## src/rtl/wdog_two_stage.sv

```systemverilog
module wdog_two_stage #(
  parameter int AW      = 5,
  parameter int DW      = 32,
  parameter int MIN_EXP = 8,
  parameter int IDX_W   = 4,
  parameter logic [DW-1:0] KEY = 32'h76
) (
  input  logic          clk,
  input  logic          rst_n,
  input  logic [AW-1:0] bus_addr,
  input  logic          bus_we,
  input  logic          bus_re,
  input  logic [DW-1:0] bus_wdata,
  output logic [DW-1:0] bus_rdata,
  output logic          irq,
  output logic          rst_req
);
  localparam int CW = MIN_EXP + (1 << IDX_W) - 1;
  localparam logic [AW-1:0] A_CTL  = AW'(5'h00);
  localparam logic [AW-1:0] A_SPAN = AW'(5'h04);
  localparam logic [AW-1:0] A_CNT  = AW'(5'h08);
  localparam logic [AW-1:0] A_KICK = AW'(5'h0C);
  localparam logic [AW-1:0] A_STAT = AW'(5'h10);
  localparam logic [AW-1:0] A_CLR  = AW'(5'h14);

  logic             en_q, mode_q, irq_q, rst_req_q;
  logic [IDX_W-1:0] span_a_q, span_b_q;
  logic [CW-1:0]    cnt_q;

  function automatic logic [CW-1:0] span(input logic [IDX_W-1:0] idx);
    return (CW'(1) << (MIN_EXP + int'(idx))) - CW'(1);
  endfunction

  wire wr_ctl  = bus_we && bus_addr == A_CTL;
  wire wr_span = bus_we && bus_addr == A_SPAN;
  wire kick    = bus_we && bus_addr == A_KICK && bus_wdata == KEY;
  wire rd_clr  = bus_re && bus_addr == A_CLR;
  wire start   = wr_ctl && bus_wdata[0] && !en_q;
  wire expire  = en_q && cnt_q == '0;
  wire fatal   = expire && !kick && (!mode_q || (irq_q && !rd_clr));

  always_ff @(posedge clk or negedge rst_n) begin
    if (!rst_n) rst_req_q <= 1'b0;
    else        rst_req_q <= fatal;
  end

  always_ff @(posedge clk or negedge rst_n) begin
    if (!rst_n) begin
      en_q <= 1'b0; mode_q <= 1'b0; irq_q <= 1'b0;
      span_a_q <= '0; span_b_q <= '0; cnt_q <= '0;
    end else if (fatal) begin
      en_q <= 1'b0; mode_q <= 1'b0; irq_q <= 1'b0;
      span_a_q <= '0; span_b_q <= '0; cnt_q <= '0;
    end else begin
      if (wr_ctl) {mode_q, en_q} <= bus_wdata[1:0];
      if (wr_span) {span_a_q, span_b_q} <= bus_wdata[2*IDX_W-1:0];
      if (kick)        irq_q <= 1'b0;
      else if (expire) irq_q <= 1'b1;
      else if (rd_clr) irq_q <= 1'b0;
      if (kick || start) cnt_q <= span(span_a_q);
      else if (expire)   cnt_q <= span(span_b_q);
      else if (en_q)     cnt_q <= cnt_q - CW'(1);
    end
  end

  always_comb begin
    bus_rdata = '0;
    case (bus_addr)
      A_CTL:  bus_rdata = DW'({mode_q, en_q});
      A_SPAN: bus_rdata = DW'({span_a_q, span_b_q});
      A_CNT:  bus_rdata = DW'(cnt_q);
      A_STAT: bus_rdata = DW'(irq_q);
      default: bus_rdata = '0;
    endcase
  end

  assign irq     = irq_q;
  assign rst_req = rst_req_q;

  assert_pulse_R3: assert property (@(posedge clk) disable iff (!rst_n)
    rst_req_q |=> !rst_req_q);
  assert_cleared_R3: assert property (@(posedge clk) disable iff (!rst_n)
    rst_req_q |-> (!en_q && !irq_q && cnt_q == '0 && span_a_q == '0));
  assert_hold_R10: assert property (@(posedge clk) disable iff (!rst_n)
    (!en_q && !kick && !start) |=> $stable(cnt_q));
  assert_quiet_R10: assert property (@(posedge clk) disable iff (!rst_n)
    (!en_q && !irq_q) |=> (!irq_q && !rst_req_q));
  assert_key_R7: assert property (@(posedge clk) disable iff (!rst_n)
    kick |=> (!irq_q && cnt_q == span($past(span_a_q))));
  assert_raise_R4: assert property (@(posedge clk) disable iff (!rst_n)
    $rose(irq_q) |-> (mode_q && cnt_q == span(span_b_q)));
endmodule

```

## config.mk

```make
export PLATFORM = sky130hd
export DESIGN_NAME = wdog_two_stage
export DESIGN_NICKNAME = d
export VERILOG_FILES = /design/src/rtl/wdog_two_stage.sv
export SDC_FILE = /design/constraint.sdc
export NUM_CORES = 1
export LEC_CHECK = 0
export CAP_MARGIN = 30
export CORE_MARGIN = 3
export CORE_UTILIZATION = 40
export CTS_CLUSTER_DIAMETER = 150
export DETAILED_ROUTE_END_ITERATION = 7
export PLACE_DENSITY = 0.69
export SETUP_SLACK_MARGIN = 0.3
export SYNTH_ARGS = -nofsm -noshare
export SYNTH_HDL_FRONTEND = slang
export SYNTH_SLANG_ARGS = --single-unit
export TNS_END_PERCENT = 30
```

## constraint.sdc

```tcl
create_clock -name clk -period 5.6 [get_ports clk]
set_input_delay 1.4 -clock clk [delete_from_list [all_inputs] [get_ports clk]]
set_output_delay 1.4 -clock clk [all_outputs]
set_load 0.02 [all_outputs]
```

Word-level counts from Yosys, hierarchy flattened
Index checks and enable logic that the tools add are counted.
{ "word_totals": {"reg_bits": 35, "output_inout_bits": 34, "word_cells": 60} }
{ "op_classes": {"addsub": 5, "n_eq_ne": 6, "n_shift": 2, "muxes": 17, "reduce_logical": 23} }
{ "op_table": {"columns": ["operator", "n"], "rows": [
  ["23-bit 2-to-1 mux", 4],
  ["23-bit case mux with 4 select lines", 1],
  ["1-bit by 5-bit left shift with 23-bit output (first input constant)", 2],
  ["23-bit by 2-bit subtractor with 23-bit output (second input constant)", 2],
  ["32-bit by 7-bit equality test with 1-bit output (second input constant)", 1],
  ["23-bit zero test", 1],
  ["23-bit by 1-bit subtractor with 23-bit output (second input constant)", 1],
  ["4-bit 2-to-1 mux", 4],
  ["1-bit logical AND", 11],
  ["4-bit by 4-bit adder with 5-bit output (first input constant)", 2],
  ["5-bit by 4-bit equality test with 1-bit output (second input constant)", 2],
  ["5-bit equality test (second input constant)", 2],
  ["1-bit 2-to-1 mux", 8],
  ["4-bit nonzero test", 2],
  ["5-bit by 3-bit equality test with 1-bit output (second input constant)", 1],
  ["5-bit zero test", 1],
  ["1-bit zero test", 4],
  ["2-bit nonzero test", 2],
  ["1-bit logical OR", 2]
]} }

Logic depth before layout (Yosys ltp)
{ "logic_depth": {"ltp_word": 7, "depth_mapped": 9, "ltp_nobuf": 7} }

Worst setup path after synthesis
OpenSTA, ideal clock, no wires.
{ "synth_timing": {"path_type": "input to output", "start": "input port bus_addr[4]", "end": "output port bus_rdata[10]", "arrival_ns": 2.720, "required_time_ns": 4.200, "path_slack_ns": 1.480, "stages": 5, "path_buffers": 1, "cell_sequence": "nor3_1 -> nand2_1 -> nor2_1 -> clkbuf_1 -> and2_1"} }
{ "synth_via": {"elab_chain_cells": 2, "elab_cells_between_ends": 5, "classes_between": "eq/ne (3); mux (1); reduce/logical (1)"} }
{ "synth_lines": {"columns": ["element", "line", "text"], "rows": [
  ["from (decl)", "10", "input logic [AW-1:0] bus_addr,"],
  ["5-bit equality test (tied with other cells)", "68", "case (bus_addr)"],
  ["23-bit case mux with 4 select lines *", "68", null],
  ["to (decl)", "14", "output logic [DW-1:0] bus_rdata,"]
]} }
Every way passes the cells marked *; elsewhere a longest branch is shown, timed or not.

Worst setup path after layout
{ "layout_timing": {"start": "input port bus_addr[4]", "end": "output port bus_rdata[6]"} }
The elaborated chain is that of the path after synthesis.

==> results by stage <==
Min path:
- The worst hold path passes through 2 cells.
- In this run the worst hold path is classified as reg2reg.
- The path with the worst hold slack has its endpoint at cnt_q[19]$_DFFE_PN0P_.
- The launch instance of the worst min-delay path is cnt_q[19]$_DFFE_PN0P_.

Final layout:
- The synthesis-to-layout area growth is 28.1%.
- The antenna cell count is 0.
- The total non-filler cell area in the finished layout is between 0.003 and 0.004 mm².
- The share of post-route cells with drive strength above 1 is 0.0588.
- The leading cell type in the layout, fill and taps excluded is clkdlybuf4s50_1.
- The library cells used most frequently in the layout, excluding fill and tap cells, are clkdlybuf4s50_1, dfrtp_1, nor2_1, a21oi_1, nand2_1.
- At the end of the flow, the number of nets in the layout was around 450.
- The filler-free cell count of the finished design is 501.

Global route:
- The remaining global-route overflow is 0.
- The maximum number of pins on one net before global-route repair is 36.
- In the global route stage, overall resource usage came out at 0.216.
- The first global-routing pass estimated 14300 µm of wire.
- The number of antenna violations at the first check in global routing was 0.
- The via count of the first global-routing pass is 2843.

Drt:
- After detailed routing, the number of remaining DRC violations is 0.
- The length of the first detailed-routing pass in iterations is 5.
- The remaining antenna violation count is 0.
- In the final routed layout, each cell accounts on average for between 15 and 20 µm.
- The routed layout has between 2000 and 3000 vias.
- Wires add up to 8760 µm.
- Using the TritonRoute via totals, the vias-per-cell ratio works out to between 5 and 6.
- The first routing iteration left about 240 violations.

Worst setup path:
- The origin of the critical flop-to-flop path is cnt_q[16]$_DFFE_PN0P_.
- The setup path with the least slack is of type in2out.
- The type of origin of the critical path is an input port.
- On the worst path, the slowest cell contributes a delay of between 0.6 and 0.7 ns.
- The maximum fanout along the worst path is 7.
- The worst register-to-register path ends at cnt_q[5]$_DFFE_PN0P_.
- The family with the most delay on the worst path is buffers and inverters.
- For flop-to-flop paths, the worst setup slack is 2.64 ns.
- Counting cells, the worst reg-to-reg path comes to 6.
- By instance count, the cell type seen most on the critical path is clkdlybuf4s50_1.
- The worst endpoint required time is roughly 4.2 ns.
- STA puts the critical path data arrival time at approximately 3.6 ns.
- The signal on the critical path passes through clkdlybuf4s50_1, nor3_1, nand2_1, nor2_1, buf_4, a22o_1, clkdlybuf4s50_1.
- The critical path contains buffers and inverters numbering 3 combined.
- The endpoint kind of the worst setup timing path is an output port.
- The slowest cell on the critical path is clkdlybuf4s50_1.

Timing:
- In the finished design, the share of the clock period the worst path needs comes to 0.899.
- In the final timing run, aggregate negative setup slack is 0 ns.
- The max-slew violation count is 0.
- At the pin with the least slew margin, the transition time is roughly 0.72 ns.
- In this run the tightest slew margin relative to its limit is 0.513.
- Static timing analysis puts the maximum clock frequency at about 200 MHz.
- The worst-case clock skew is between 0.007 and 0.008 ns.
- Setup violations remaining at the end of the flow were counted as 0.
- Setup repair after global routing left no endpoint under its margin.
- The count of final hold-check violations is 0.
- The final critical-path required period is approximately 5.0 ns.
- The worst-case setup margin in the final layout is 0.568 ns.

Clock network:
- The total number of H-tree levels is 2.
- The buffer count from post-CTS setup fixing is 0.
- The root buffer cell is clkbuf_8.
- The total of cells resized after clock tree synthesis is 0.
- The maximum buffer depth of the clock tree is 2.
- The TritonCTS buffer count is 5.
- After clock tree synthesis, the clock-pin slew on the worst setup and hold paths is approximately 0.070 ns.
- For this design, the CTS-stage hold fixing added 0 buffers.
- The clock drives 35 sinks.
- The clock latency reported for the late side of the worst-skew pair is 0.29 ns.
- The clock tree from TritonCTS is built.

Power:
- The analysis attributes to net switching a power of roughly 540 µW.
- The total power per unit cell area is between 300 and 400 mW/mm².
- The share of total power dissipated in sequential elements is 0.413.
- The analysis attributes to cell leakage a power of roughly 1.5 nW.
- The clock network fraction of total power is 0.157.
- The share of power burned in combinational logic is 0.430.
- The worst-case vdd ir drop is about 0.26 mV.
- The net switching fraction of the power is 0.457.
- The internal cell power is around 640 µW.
- Power comes to between 1 and 1.5 mW.

Status:
- The flow ran to the end, and the final reports show no timing, DRC or antenna violations.

Placement:
- The final RePlAce weighted congestion is 0.917.
- After legalization and detailed placement, the total HPWL measured between 6000 and 7000 µm.
- The setup slack after placement is 0.595 ns.
- The cell area reported after detailed placement is ~0.0035 mm².
- The number of buffers inserted by port buffering is 65.
- Counting tap cells, the placed design contains a total of about 500 instances.

Run:
- The tool flagged a number of max-cap violations equal to 0.

Floorplanning:
- The initial cell density of the core is 0.428.
- Measured along the x axis, the die boundary spans 89.8 µm.
- The die area is approximately 0.0081 mm².
- The floorplan has 29 rows.
- The region available for standard cell placement spans 0.00657 mm².
- The vertical die dimension is 89.8 µm.
- The I/O pin count is 75.

Yosys:
- For this run, asynchronously set or reset flops after synthesis account for 1.00.
- In this run, distinct cell masters in the synthesized netlist total 64.
- In the synthesized netlist the dominant register cell turns out to be dfrtp_1.
- The register bit count reported by yosys is 35.
- The number of warning messages in the yosys log is 0.
- The synthesized cell area is about 0.0028 mm².
- Dividing the synthesized area by the synthesized cell count gives 8.06 µm².
- The number of flops mapped to enable cells by yosys is 0.
- In the synthesized netlist, the number of instances is 349.
- The part of the Yosys area used for sequential elements is 0.312.
tightest hold or removal path, cell delays in order (launching register included):
cell     delay, ns
dfrtp_1       0.40
nand2_1       0.06
o21ai_1       0.06
worst max-delay path by stage:
stage	start	endpoint	slack, ns	cells past startpoint
2_1_floorplan	bus_addr[4]	bus_rdata[10]	1.48	5
3_3_place_gp	bus_addr[4]	bus_rdata[5]	0.66	7
3_5_place_dp	bus_addr[4]	bus_rdata[6]	0.59	7
4_1_cts	bus_addr[4]	bus_rdata[6]	0.58	7
5_1_grt	bus_addr[4]	bus_rdata[4]	0.40	7
6_report	bus_addr[4]	bus_rdata[6]	0.57	7
cells in the mapped netlist, types with 4 or more instances:
master | n | area (µm²)
and3_1 | 5 | 31.3
clkbuf_1 | 16 | 60.1
a22o_1 | 9 | 78.8
buf_4 | 10 | 75.1
a21oi_1 | 21 | 105
a31oi_1 | 4 | 25.0
o21ai_1 | 5 | 25.0
o21ai_0 | 18 | 90.1
and2_1 | 14 | 87.6
nand4_1 | 9 | 56.3
nand3_1 | 16 | 80.1
and4b_1 | 4 | 40.0
nor4_1 | 12 | 75.1
nand2_1 | 20 | 75.1
xnor2_1 | 6 | 52.6
nor3_1 | 16 | 80.1
or3_1 | 5 | 31.3
nand2b_1 | 4 | 25.0
inv_1 | 9 | 33.8
mux2i_1 | 11 | 110
nor2_1 | 32 | 120
dfrtp_1 | 35 | 876
a21o_1 | 5 | 37.5
registers in the layout (all words and copies together) (netlist names):
signal	count
rst_req	1
mode_q	1
span_a_q	4
cnt_q	23
en_q	1
irq	1
span_b_q	4
kinds of logic after synthesis:
logic type,Yosys count,synth area share
AOI/OAI and AO/OA,93,0.223
buffers and inverters,37,0.0636
muxes,13,0.0472
DFF,35,0.312
and+or+nand+nor,160,0.320
xor gates and xnor gates,9,0.0280
other,1,0.00133
adders and majority gates,1,0.00445
routing by layer:
layer	track usage	vias to the layer above	wire (µm)
met4	0.0690	0	180
li1	-	1410	-
met1	0.292	1390	3840
met3	0.0367	13	626
met5	0	-	0
met2	0.353	127	4110
stage by stage:
stage | util | hold WS, ns
2_1_floorplan | - | 0.492
3_3_place_gp | 0.535 | 0.530
3_5_place_dp | 0.535 | 0.529
4_1_cts | 0.548 | 0.550
5_1_grt | 0.548 | 0.597
6_report | 0.548 | 0.556
power by group through the flow:
stage	clock (mW)	combinational [mW]	sequential, mW
floorplan	0	0.412	0.409
global placement	0	0.492	0.486
detailed placement	0	0.503	0.485
CTS	0.190	0.505	0.480
global route	0.200	0.564	0.500
finish	0.185	0.507	0.487
area by class of cell:
type / instances / area, µm²
clock buffers: 6 / 72.6
clock inverters: 2 / 12.5
fillers: 641 / 2970
inverters: 9 / 33.8
multi-input cells: 285 / 1790
flip-flops and latches: 35 / 876
well taps: 93 / 116
repair buffers: 71 / 696
No activity file was read; power rests on OpenSTA's default activity.
